==> config.mk <==
export PLATFORM = sky130hd
export DESIGN_NAME = ptg_top
export DESIGN_NICKNAME = d
export VERILOG_FILES = /design/src/rtl/ptg_pkg.sv /design/src/rtl/ptg_tick_sel.sv /design/src/rtl/ptg_gen.sv /design/src/rtl/ptg_chk.sv /design/src/rtl/ptg_top.sv
export SDC_FILE = /design/constraint.sdc
export NUM_CORES = 1
export LEC_CHECK = 0
export ABC_AREA = 1
export BUFFER_PORTS_ARGS = -buffer_cell sky130_fd_sc_hd__buf_2
export CORE_ASPECT_RATIO = 1.4
export CORE_UTILIZATION = 68
export CTS_BUF_LIST = sky130_fd_sc_hd__clkbuf_8
export DETAILED_ROUTE_END_ITERATION = 10
export GPL_TIMING_DRIVEN = 0
export PLACE_DENSITY = 0.87
export SLEW_MARGIN = 5
export SYNTH_ARGS = -nofsm -noshare
export SYNTH_HDL_FRONTEND = slang
export SYNTH_HIERARCHICAL = 1
export SYNTH_SLANG_ARGS = --single-unit
==> constraint.sdc <==
create_clock -name clk -period 7.6 [get_ports clk]
set_input_delay 2.28 -clock clk [delete_from_list [all_inputs] [get_ports clk]]
set_output_delay 2.28 -clock clk [all_outputs]
set_load 0.01 [all_outputs]
==> src/rtl/ptg_pkg.sv <==
package ptg_pkg;
    localparam int LONG_W    = 20;
    localparam int LONG_TAP  = 17;
    localparam int SHORT_W   = 15;
    localparam int SHORT_TAP = 14;
    localparam int SUPP_RUN  = 14;
    localparam int SYNC_RUN  = 32;
    localparam int WIN_LEN   = 64;
    localparam int LOSS_ERRS = 6;

    typedef enum logic {
        CHK_SEARCH = 1'b0,
        CHK_LOCK   = 1'b1
    } chk_st_e;
endpackage

==> src/rtl/ptg_tick_sel.sv <==
module ptg_tick_sel (
    input  logic tx_tick,
    input  logic mst_tick,
    input  logic ref_sel,
    output logic tick
);
    always_comb begin
        tick = ref_sel ? mst_tick : tx_tick;
    end
endmodule

==> src/rtl/ptg_gen.sv <==
module ptg_gen #(
    parameter int LONG_W    = ptg_pkg::LONG_W,
    parameter int LONG_TAP  = ptg_pkg::LONG_TAP,
    parameter int SHORT_W   = ptg_pkg::SHORT_W,
    parameter int SHORT_TAP = ptg_pkg::SHORT_TAP,
    parameter int SUPP_RUN  = ptg_pkg::SUPP_RUN
) (
    input  logic       clk,
    input  logic       rst_n,
    input  logic       tick,
    input  logic [1:0] pat_sel,
    input  logic       std_sel,
    input  logic       err_ins,
    output logic       tx_o
);
    typedef struct packed {
        logic [LONG_W-1:0] lfsr;
        logic              pend;
        logic              tx;
    } gen_s;

    gen_s gen_d, gen_q;

    logic [LONG_W-1:0] p_eff;
    logic [LONG_W-1:0] p_next;
    logic              fb;
    logic              rand_bit;
    logic              pat_bit;
    logic              inv;

    always_comb begin
        gen_d = gen_q;
        p_eff = gen_q.lfsr;
        if (std_sel ? (~|gen_q.lfsr) : (~|gen_q.lfsr[SHORT_W-1:0])) begin
            p_eff = '1;
        end
        fb = std_sel ? (p_eff[LONG_W-1] ^ p_eff[LONG_TAP-1])
                     : (p_eff[SHORT_W-1] ^ p_eff[SHORT_TAP-1]);
        p_next   = {p_eff[LONG_W-2:0], fb};
        rand_bit = std_sel ? (p_next[SUPP_RUN] | ~|p_next[SUPP_RUN-1:0]) : fb;
        pat_bit  = pat_sel[1] ? rand_bit : ~pat_sel[0];
        inv      = gen_q.pend | err_ins;
        if (tick) begin
            gen_d.lfsr = p_next;
            gen_d.tx   = pat_bit ^ inv;
            gen_d.pend = 1'b0;
        end else begin
            gen_d.pend = inv;
        end
    end

    always_ff @(posedge clk) begin
        if (!rst_n) begin
            gen_q      <= '0;
            gen_q.lfsr <= '1;
        end else begin
            gen_q <= gen_d;
        end
    end

    assign tx_o = gen_q.tx;


    tx_hold_chk: assert property (@(posedge clk) disable iff (!rst_n)
        !tick |=> $stable(tx_o));


    pend_clear_chk: assert property (@(posedge clk) disable iff (!rst_n)
        tick |=> !gen_q.pend);
endmodule

==> src/rtl/ptg_chk.sv <==
module ptg_chk #(
    parameter int LONG_W    = ptg_pkg::LONG_W,
    parameter int LONG_TAP  = ptg_pkg::LONG_TAP,
    parameter int SHORT_W   = ptg_pkg::SHORT_W,
    parameter int SHORT_TAP = ptg_pkg::SHORT_TAP,
    parameter int SUPP_RUN  = ptg_pkg::SUPP_RUN,
    parameter int SYNC_RUN  = ptg_pkg::SYNC_RUN,
    parameter int WIN_LEN   = ptg_pkg::WIN_LEN,
    parameter int LOSS_ERRS = ptg_pkg::LOSS_ERRS
) (
    input  logic       clk,
    input  logic       rst_n,
    input  logic       tick,
    input  logic [1:0] pat_sel,
    input  logic       std_sel,
    input  logic       rx_i,
    output logic       lock_o,
    output logic       err_o,
    output logic       chg_o
);
    import ptg_pkg::*;

    localparam int RUN_W = $clog2(SYNC_RUN);
    localparam int WIN_W = $clog2(WIN_LEN);
    localparam int ERR_W = $clog2(LOSS_ERRS + 1);

    typedef struct packed {
        logic [LONG_W-1:0] hist;
        chk_st_e           st;
        logic [RUN_W-1:0]  run;
        logic [WIN_W-1:0]  win;
        logic [ERR_W-1:0]  errs;
        logic              err;
        logic              chg;
    } chk_s;

    chk_s chk_d, chk_q;

    logic [LONG_W-1:0] h;
    logic              e0_long;
    logic              e0_short;
    logic              fut_any;
    logic              hist_zero;
    logic              raw_next;
    logic              exp_bit;
    logic              mism;
    logic [ERR_W-1:0]  errs_nx;

    always_comb begin
        h        = chk_q.hist;
        e0_long  = h[LONG_W-1] ^ h[LONG_TAP-1];
        e0_short = h[SHORT_W-1] ^ h[SHORT_TAP-1];
        fut_any  = 1'b0;
        for (int i = 1; i <= SUPP_RUN; i++) begin
            fut_any = fut_any | (h[LONG_W-1-i] ^ h[LONG_TAP-1-i]);
        end
        hist_zero = std_sel ? (~|h) : (~|h[SHORT_W-1:0]);
        raw_next  = std_sel ? e0_long : e0_short;
        if (pat_sel[1]) begin
            exp_bit = std_sel ? (e0_long | ~fut_any) : e0_short;
        end else begin
            exp_bit = ~pat_sel[0];
        end
        mism    = (rx_i != exp_bit) | (pat_sel[1] & hist_zero);
        errs_nx = chk_q.errs + ERR_W'(mism);

        chk_d     = chk_q;
        chk_d.err = 1'b0;
        chk_d.chg = 1'b0;
        if (tick) begin
            if (chk_q.st == CHK_SEARCH) begin
                chk_d.hist = {h[LONG_W-2:0], rx_i};
                if (mism) begin
                    chk_d.run = '0;
                end else if (chk_q.run == RUN_W'(SYNC_RUN - 1)) begin
                    chk_d.st   = CHK_LOCK;
                    chk_d.chg  = 1'b1;
                    chk_d.run  = '0;
                    chk_d.win  = '0;
                    chk_d.errs = '0;
                end else begin
                    chk_d.run = chk_q.run + 1'b1;
                end
            end else begin
                chk_d.hist = {h[LONG_W-2:0], pat_sel[1] ? raw_next : rx_i};
                chk_d.err  = mism;
                if (errs_nx >= ERR_W'(LOSS_ERRS)) begin
                    chk_d.st   = CHK_SEARCH;
                    chk_d.chg  = 1'b1;
                    chk_d.run  = '0;
                    chk_d.win  = '0;
                    chk_d.errs = '0;
                end else if (chk_q.win == WIN_W'(WIN_LEN - 1)) begin
                    chk_d.win  = '0;
                    chk_d.errs = '0;
                end else begin
                    chk_d.win  = chk_q.win + 1'b1;
                    chk_d.errs = errs_nx;
                end
            end
        end
    end

    always_ff @(posedge clk) begin
        if (!rst_n) begin
            chk_q <= '0;
        end else begin
            chk_q <= chk_d;
        end
    end

    assign lock_o = (chk_q.st == CHK_LOCK);
    assign err_o  = chk_q.err;
    assign chg_o  = chk_q.chg;


    sync_pulse_chk: assert property (@(posedge clk) disable iff (!rst_n)
        !$stable(lock_o) |-> chg_o);


    err_in_lock_chk: assert property (@(posedge clk) disable iff (!rst_n)
        err_o |-> (lock_o || chg_o));


    errs_bound_chk: assert property (@(posedge clk) disable iff (!rst_n)
        lock_o |-> (chk_q.errs < ERR_W'(LOSS_ERRS)));


    run_bound_chk: assert property (@(posedge clk) disable iff (!rst_n)
        !lock_o |-> (int'(chk_q.run) < SYNC_RUN));
endmodule

==> src/rtl/ptg_top.sv <==
module ptg_top #(
    parameter int LONG_W    = ptg_pkg::LONG_W,
    parameter int LONG_TAP  = ptg_pkg::LONG_TAP,
    parameter int SHORT_W   = ptg_pkg::SHORT_W,
    parameter int SHORT_TAP = ptg_pkg::SHORT_TAP,
    parameter int SUPP_RUN  = ptg_pkg::SUPP_RUN,
    parameter int SYNC_RUN  = ptg_pkg::SYNC_RUN,
    parameter int WIN_LEN   = ptg_pkg::WIN_LEN,
    parameter int LOSS_ERRS = ptg_pkg::LOSS_ERRS
) (
    input  logic       clk,
    input  logic       rst_n,
    input  logic       tx_tick,
    input  logic       mst_tick,
    input  logic       ref_sel,
    input  logic [1:0] pat_sel,
    input  logic       std_sel,
    input  logic       err_ins,
    input  logic       rx_bit,
    output logic       tx_bit,
    output logic       sync,
    output logic       bit_err,
    output logic       sync_chg
);
    logic tick;

    ptg_tick_sel u_tick (
        .tx_tick  (tx_tick),
        .mst_tick (mst_tick),
        .ref_sel  (ref_sel),
        .tick     (tick)
    );

    ptg_gen #(
        .LONG_W    (LONG_W),
        .LONG_TAP  (LONG_TAP),
        .SHORT_W   (SHORT_W),
        .SHORT_TAP (SHORT_TAP),
        .SUPP_RUN  (SUPP_RUN)
    ) u_gen (
        .clk     (clk),
        .rst_n   (rst_n),
        .tick    (tick),
        .pat_sel (pat_sel),
        .std_sel (std_sel),
        .err_ins (err_ins),
        .tx_o    (tx_bit)
    );

    ptg_chk #(
        .LONG_W    (LONG_W),
        .LONG_TAP  (LONG_TAP),
        .SHORT_W   (SHORT_W),
        .SHORT_TAP (SHORT_TAP),
        .SUPP_RUN  (SUPP_RUN),
        .SYNC_RUN  (SYNC_RUN),
        .WIN_LEN   (WIN_LEN),
        .LOSS_ERRS (LOSS_ERRS)
    ) u_chk (
        .clk     (clk),
        .rst_n   (rst_n),
        .tick    (tick),
        .pat_sel (pat_sel),
        .std_sel (std_sel),
        .rx_i    (rx_bit),
        .lock_o  (sync),
        .err_o   (bit_err),
        .chg_o   (sync_chg)
    );


    err_on_tick_chk: assert property (@(posedge clk) disable iff (!rst_n)
        bit_err |-> $past(tick));
endmodule

== Yosys cells after proc, flatten, opt, wreduce, memory -nomap -nowiden ==
Cells that the tools add are included.
Widths: inputs -> output; s select.
Operators by class
  mux-type cells: 23
  reduce and logical (&&, ||, !) cells: 16
  order comparisons: 1
  eq/ne operators: 5
  $add $sub $neg: 3
  bitwise operators: 40
Operators by type and width (count)
  $reduce_or 20->1: 2
  $mux 9: 4
  $reduce_or 15->1: 2
  $mux 20: 1
  $xor 1x1->1: 19
  $or 1x1->1: 17
  $mux 16: 1
  $mux 1: 14
  $reduce_or 14->1: 1
  $mux 5: 2
  $add 6x1->6 const B: 1
  $eq 6x6->1 const B: 1
  $mux 6: 1
  $reduce_and 3->1: 2
  $add 5x1->5 const B: 1
  $eq 5x5->1 const B: 1
  $logic_not 1->1: 5
  $reduce_and 2->1: 2
  $add 3x1->3: 1
  $ge 3x3->1 const B: 1
  $not 1->1: 3
  $ne 2x1->1 const B: 1
  $ne 2x2->1 const B: 1
  $reduce_bool 2->1: 1
  3 further kinds: 3
Storage, ports and cells
  register bits after elaboration: 59
  bits of input ports: 10
  logic and storage cells: 98
  output and inout bits: 4

== Logic depth before layout (Yosys ltp) ==
  depth in word-level cells: 24
  mapped depth: 22
  gate-level depth less buffers: 22

== Hierarchy ==
The synthesis kept the hierarchy.
By module, submodules not included
  ptg_chk: instances 1, seq. area each 740.7 µm², cells an instance 292, area an instance 1985.7 µm²
  ptg_gen: instances 1, seq. area each 440.4 µm², cells an instance 120, area an instance 947.2 µm²
  ptg_tick_sel: instances 1, seq. area each 0.0 µm², cells an instance 4, area an instance 15.0 µm²

== Worst setup path after synthesis ==
Ideal clock, no wire load.
  path type: in2reg
  start: input port std_sel
  end: register u_chk/chk_q[13] in the netlist's numbering
  setup time: 70 ps
  data required time: 7530 ps
  stages on the path: 19
  slack: 3404 ps
  arrival time: 4126 ps
  path buffers: 0
  cell sequence: a21oi_1 > o21ai_0 > nand2_1 > nor2_1 > nand2_1 > nand2_1 > nand2_2 > nand3_4 > ha_1 > ha_1 > xor2_1 > nand2_1 > nand2_1 > inv_1 > nor2_1 > inv_1 > nor2_1 > nand3_1 > a21oi_1
Between the ends
  word-level cells in the longest chain between the ends: 8
  elaborated cells between the ends (all ways): 12
  those cells by class: add/sub (1); order compare (1); eq/ne (2); mux (5); bitwise (2); reduce/logical (1)
Ends and longest elaborated chain
  from (decl): RTL line ptg_top.sv:17  | input logic std_sel,
  $mux 1: RTL line ptg_chk.sv:60  | exp_bit = std_sel ? (e0_long | ~fut_any) : e0_short;
  $mux 1: RTL line ptg_chk.sv:59  | if (pat_sel[1]) begin
  $ne 1x1->1: RTL line ptg_chk.sv:64  | mism = (rx_i != exp_bit) | (pat_sel[1] & hist_zero);
  $or 1x1->1 *: RTL line ptg_chk.sv:64
  named net u_chk.mism: RTL line ptg_chk.sv:46  | logic mism;
  $add 3x1->3: RTL line ptg_chk.sv:65  | errs_nx = chk_q.errs + ERR_W'(mism);
  $ge 3x3->1: RTL line ptg_chk.sv:87  | if (errs_nx >= ERR_W'(LOSS_ERRS)) begin
  $ne 2x2->1 (no source line)
  $reduce_and 2->1 (no source line)
  to (signal assigned): RTL line ptg_chk.sv:108  | chk_q <= chk_d;
  to (decl): RTL line ptg_chk.sv:37  | chk_s chk_d, chk_q;
The timed path passes the listed nets; every way through them passes the cells marked *.
A chain may end at the register's enable or synchronous reset.

== Worst setup path in the final report ==
Ends and elaborated chain as after synthesis.

==> impl_results.md <==
* Synth top cells by count: 87 x nand2_1, 66 x inv_1, 59 x dfxtp_1, 49 x nor2_1, 26 x o21ai_0
* Drt wl/cell at 13.1 um
* Design Area, Final at 3280 um^2
* CP endpoint kind: flop
* IO Port Bufs at 13
* Most common cell in the synthesized netlist: nand2_1
* Post-Synthesis Cells at 416
* Ratio of cells with drive above 1 in the final layout at 13.3%
* Leading area contributor after synthesis: dfxtp_1
* Final ANT Viol Nets at 0
* Net switching power at 194 uW
* Post-synth EDFFs at 0
* Fmax at 0.227 GHz
* Core footprint at 4200 um^2
* Post-synth top area share at 40.1%
* TNS Setup at 0 ps
* # setup viols final at 0
* Number of global-route vias before repair at 2,587
* RSZ-0062 raised after global routing: no
* Post-synth design cell area at 2950 um^2
* Switching share of power at 26.5%
* Syn Nets at 431
* Ys Warns at 6
* Placed instance area at 3070 um^2
* Worst Path Arrival at 4670 ps
* Post-CTS sizing at 0
* CP Launch Type: input pin
* Synth async-reset ratio at 0%
* Wire length of the first global-routing pass at 10.7 mm
* CTS tree: done
* Post-synthesis register bit count at 59
* Initial drt markers at 150
* Synth area leaders: dfxtp_1 40%, nand2_1 11%, inv_1 8.4%
* Violated checks: DRC
* Multi-input logic area at 1430 um^2
* Clock sink count at 59
* Distinct cells, synth at 35
* Die span in x at 57.6 um
* Dominant synthesized flop cell: dfxtp_1
* Initial antenna violation count at 0
* Final Hold Fails at 0
* Die height at 79.9 um
* Worst Tran Pin Value at 658 ps
* Fin crit period at 4400 ps
* Vias/cell at 5.63
* Routed vias at 2,761
* Worst IR Drop VDD at 0.237 mV
* Req. time, crit path at 7870 ps
* Max-Cap Viols at 0
* Status: complete, but fails checks
* Leak at 0.00163 uW
* CTS buffer count at 9
* Worst Path Max Fanout at 8
* Final period util at 57.9%
* Overall Global Routing Usage at 30.8%
* Area growth syn-to-layout at 11.2%
* Ant diodes at 0
* Drt total wl at 6.43 mm
* Std cell rows at 28
* Fill count at 330
* Setup bufs post-CTS at 0
* DRC errors left at 1
* Worst min-delay path category: flop to flop
* Register area at 1180 um^2
* Maximum buffer depth of the clock tree at 2
* Internal Power at 536 uW
* Gpl congestion at 0.827
* Starting Density at 70.1%
* Post-DP HPWL at 4.57 mm
* Layout Skew at 6.42 ps
* Hold buffers post-CTS at 0
* # IOs at 14
* Comb power frac at 12.5%
* Pwr dens at 223 nW/um^2
* Largest net degree at the start of global routing at 11
* Reg clk slew, reported paths at 60 ps
* H-tree depth at 3
* Slew headroom at 56.0%
* Worst skew pair latency at 340 ps
* Final Max Tran Viols at 0
* CTS Root Cell: clkbuf_8
* Sequential area share after synthesis at 40.1%
* Drt pass-1 iters at 7
* Total congestion overflow at 0
* Final nets at 455
* Clock power share at 41.1%
* Seq pwr share at 46.4%
* Die area at 4610 um^2
* Avg Cell Area, Syn at 7.09 um^2
* Setup CP Type: input pin to flop
==> kinds of logic (layout without fill, tap and decap cells) <==
logic type                 after synthesis  count (layout)  share of synthesized area, %
AOI/OAI and AO/OA                       63              63                          13.1
xor gates and xnor gates                 4               4                          1.19
adders and majority gates                5               5                          2.12
buffers and inverters                   84             113                          11.6
DFF                                     59              59                          40.1
and+or+nand+nor                        201             201                          31.9
==> layout make-up <==
type | instances | share of cell area, %
sequential | 59 | 36.0
inverter | 69 | 7.90
tap | 45 | 1.72
buffer | 15 | 2.52
clock inverter | 7 | 2.56
multi-input combinational | 273 | 43.5
clock buffer | 9 | 3.78
timing repair buffer | 13 | 1.99
==> cells in the final DEF (no fill, tap or decap), types with 2 or more instances in the layout <==
cell type,n
nand2_1,87
inv_1,67
dfxtp_1,59
nor2_1,49
o21ai_0,26
nand3_1,23
buf_2,19
a21oi_1,15
a32oi_1,15
nand4_1,13
nor2_2,12
clkbuf_8,9
clkbuf_1,6
ha_1,5
clkinv_2,4
xor2_1,4
clkinv_1,3
bufinv_16,2
nor4_1,2
nand3_4,2
nand3b_1,2
buf_6,2
nand3_2,2
a22oi_1,2
o22ai_1,2
==> through the flow <==
step / hold WS [ps] / std cells / setup WS, ps / total power, uW / utilization [%]
after CTS: 471 / 490 / 3200 / 736 / 77.9
after floorplan: 440 / 416 / 3400 / 410 / -
final: 469 / 490 / 3200 / 730 / 77.9
after global placement: 433 / 474 / 2920 / 431 / 73.0
after detailed placement: 456 / 474 / 2860 / 435 / 73.0
after global routing: 490 / 490 / 2960 / 764 / 77.9
==> routing by layer <==
layer / vias up / track usage (%) / share of wire, %
li1: 1399 / - / -
met1: 1289 / 34.1 / 43
met2: 58 / 53.1 / 51
met3: 15 / 7.13 / 3.5
met4: 0 / 17.1 / 2.4
met5: - / 0 / 0
==> power by group through the flow <==
| stage | sequential [uW] | clock (uW) | combinational, uW |
|---|---|---|---|
| 2_1_floorplan | 341 | 0 | 68.7 |
| 3_3_place_gp | 344 | 0 | 86.9 |
| 3_5_place_dp | 345 | 0 | 90.0 |
| 4_1_cts | 338 | 307 | 90.9 |
| 5_1_grt | 340 | 320 | 104 |
| 6_report | 338 | 300 | 91.3 |
==> state kept, by name (all words and copies together) (netlist names) <==
signal and flops:
u_chk/err_o 1, u_chk/chg_o 1, u_chk/h 20, u_chk/lock_o 1, u_gen/gen_q 21, u_chk/chk_q 14
u_gen/tx_o 1
==> critical path: stages <==
cell and delay (ps):
buf_2 160, a21oi_1 110, o21ai_0 80, nand2_1 110, nor2_1 50, nand2_1 80, nand2_1 70, nand2_2 70
nand3_4 110, ha_1 210, ha_1 180, xor2_1 160, nand2_1 80, nand2_1 80, inv_1 90, nor2_1 150
inv_1 120, nor2_1 230, nand3_1 110, a21oi_1 120
==> final timing paths <==
path | cells after the start | startpoint | slack [ps] | end
max | 20 | std_sel | 3200 | u_chk/chk_q[13]$_SDFFE_PN0P_
min | 2 | u_gen/gen_q[8]$_SDFFE_PN1P_ | 470 | u_gen/gen_q[8]$_SDFFE_PN1P_
max reg2reg | 18 | u_chk/h[16]$_SDFFE_PN0P_ | 4790 | u_chk/chk_q[13]$_SDFFE_PN0P_
min reg2reg | 2 | u_gen/gen_q[8]$_SDFFE_PN1P_ | 470 | u_gen/gen_q[8]$_SDFFE_PN1P_
Note: power is estimated with default switching activity, not from simulation.
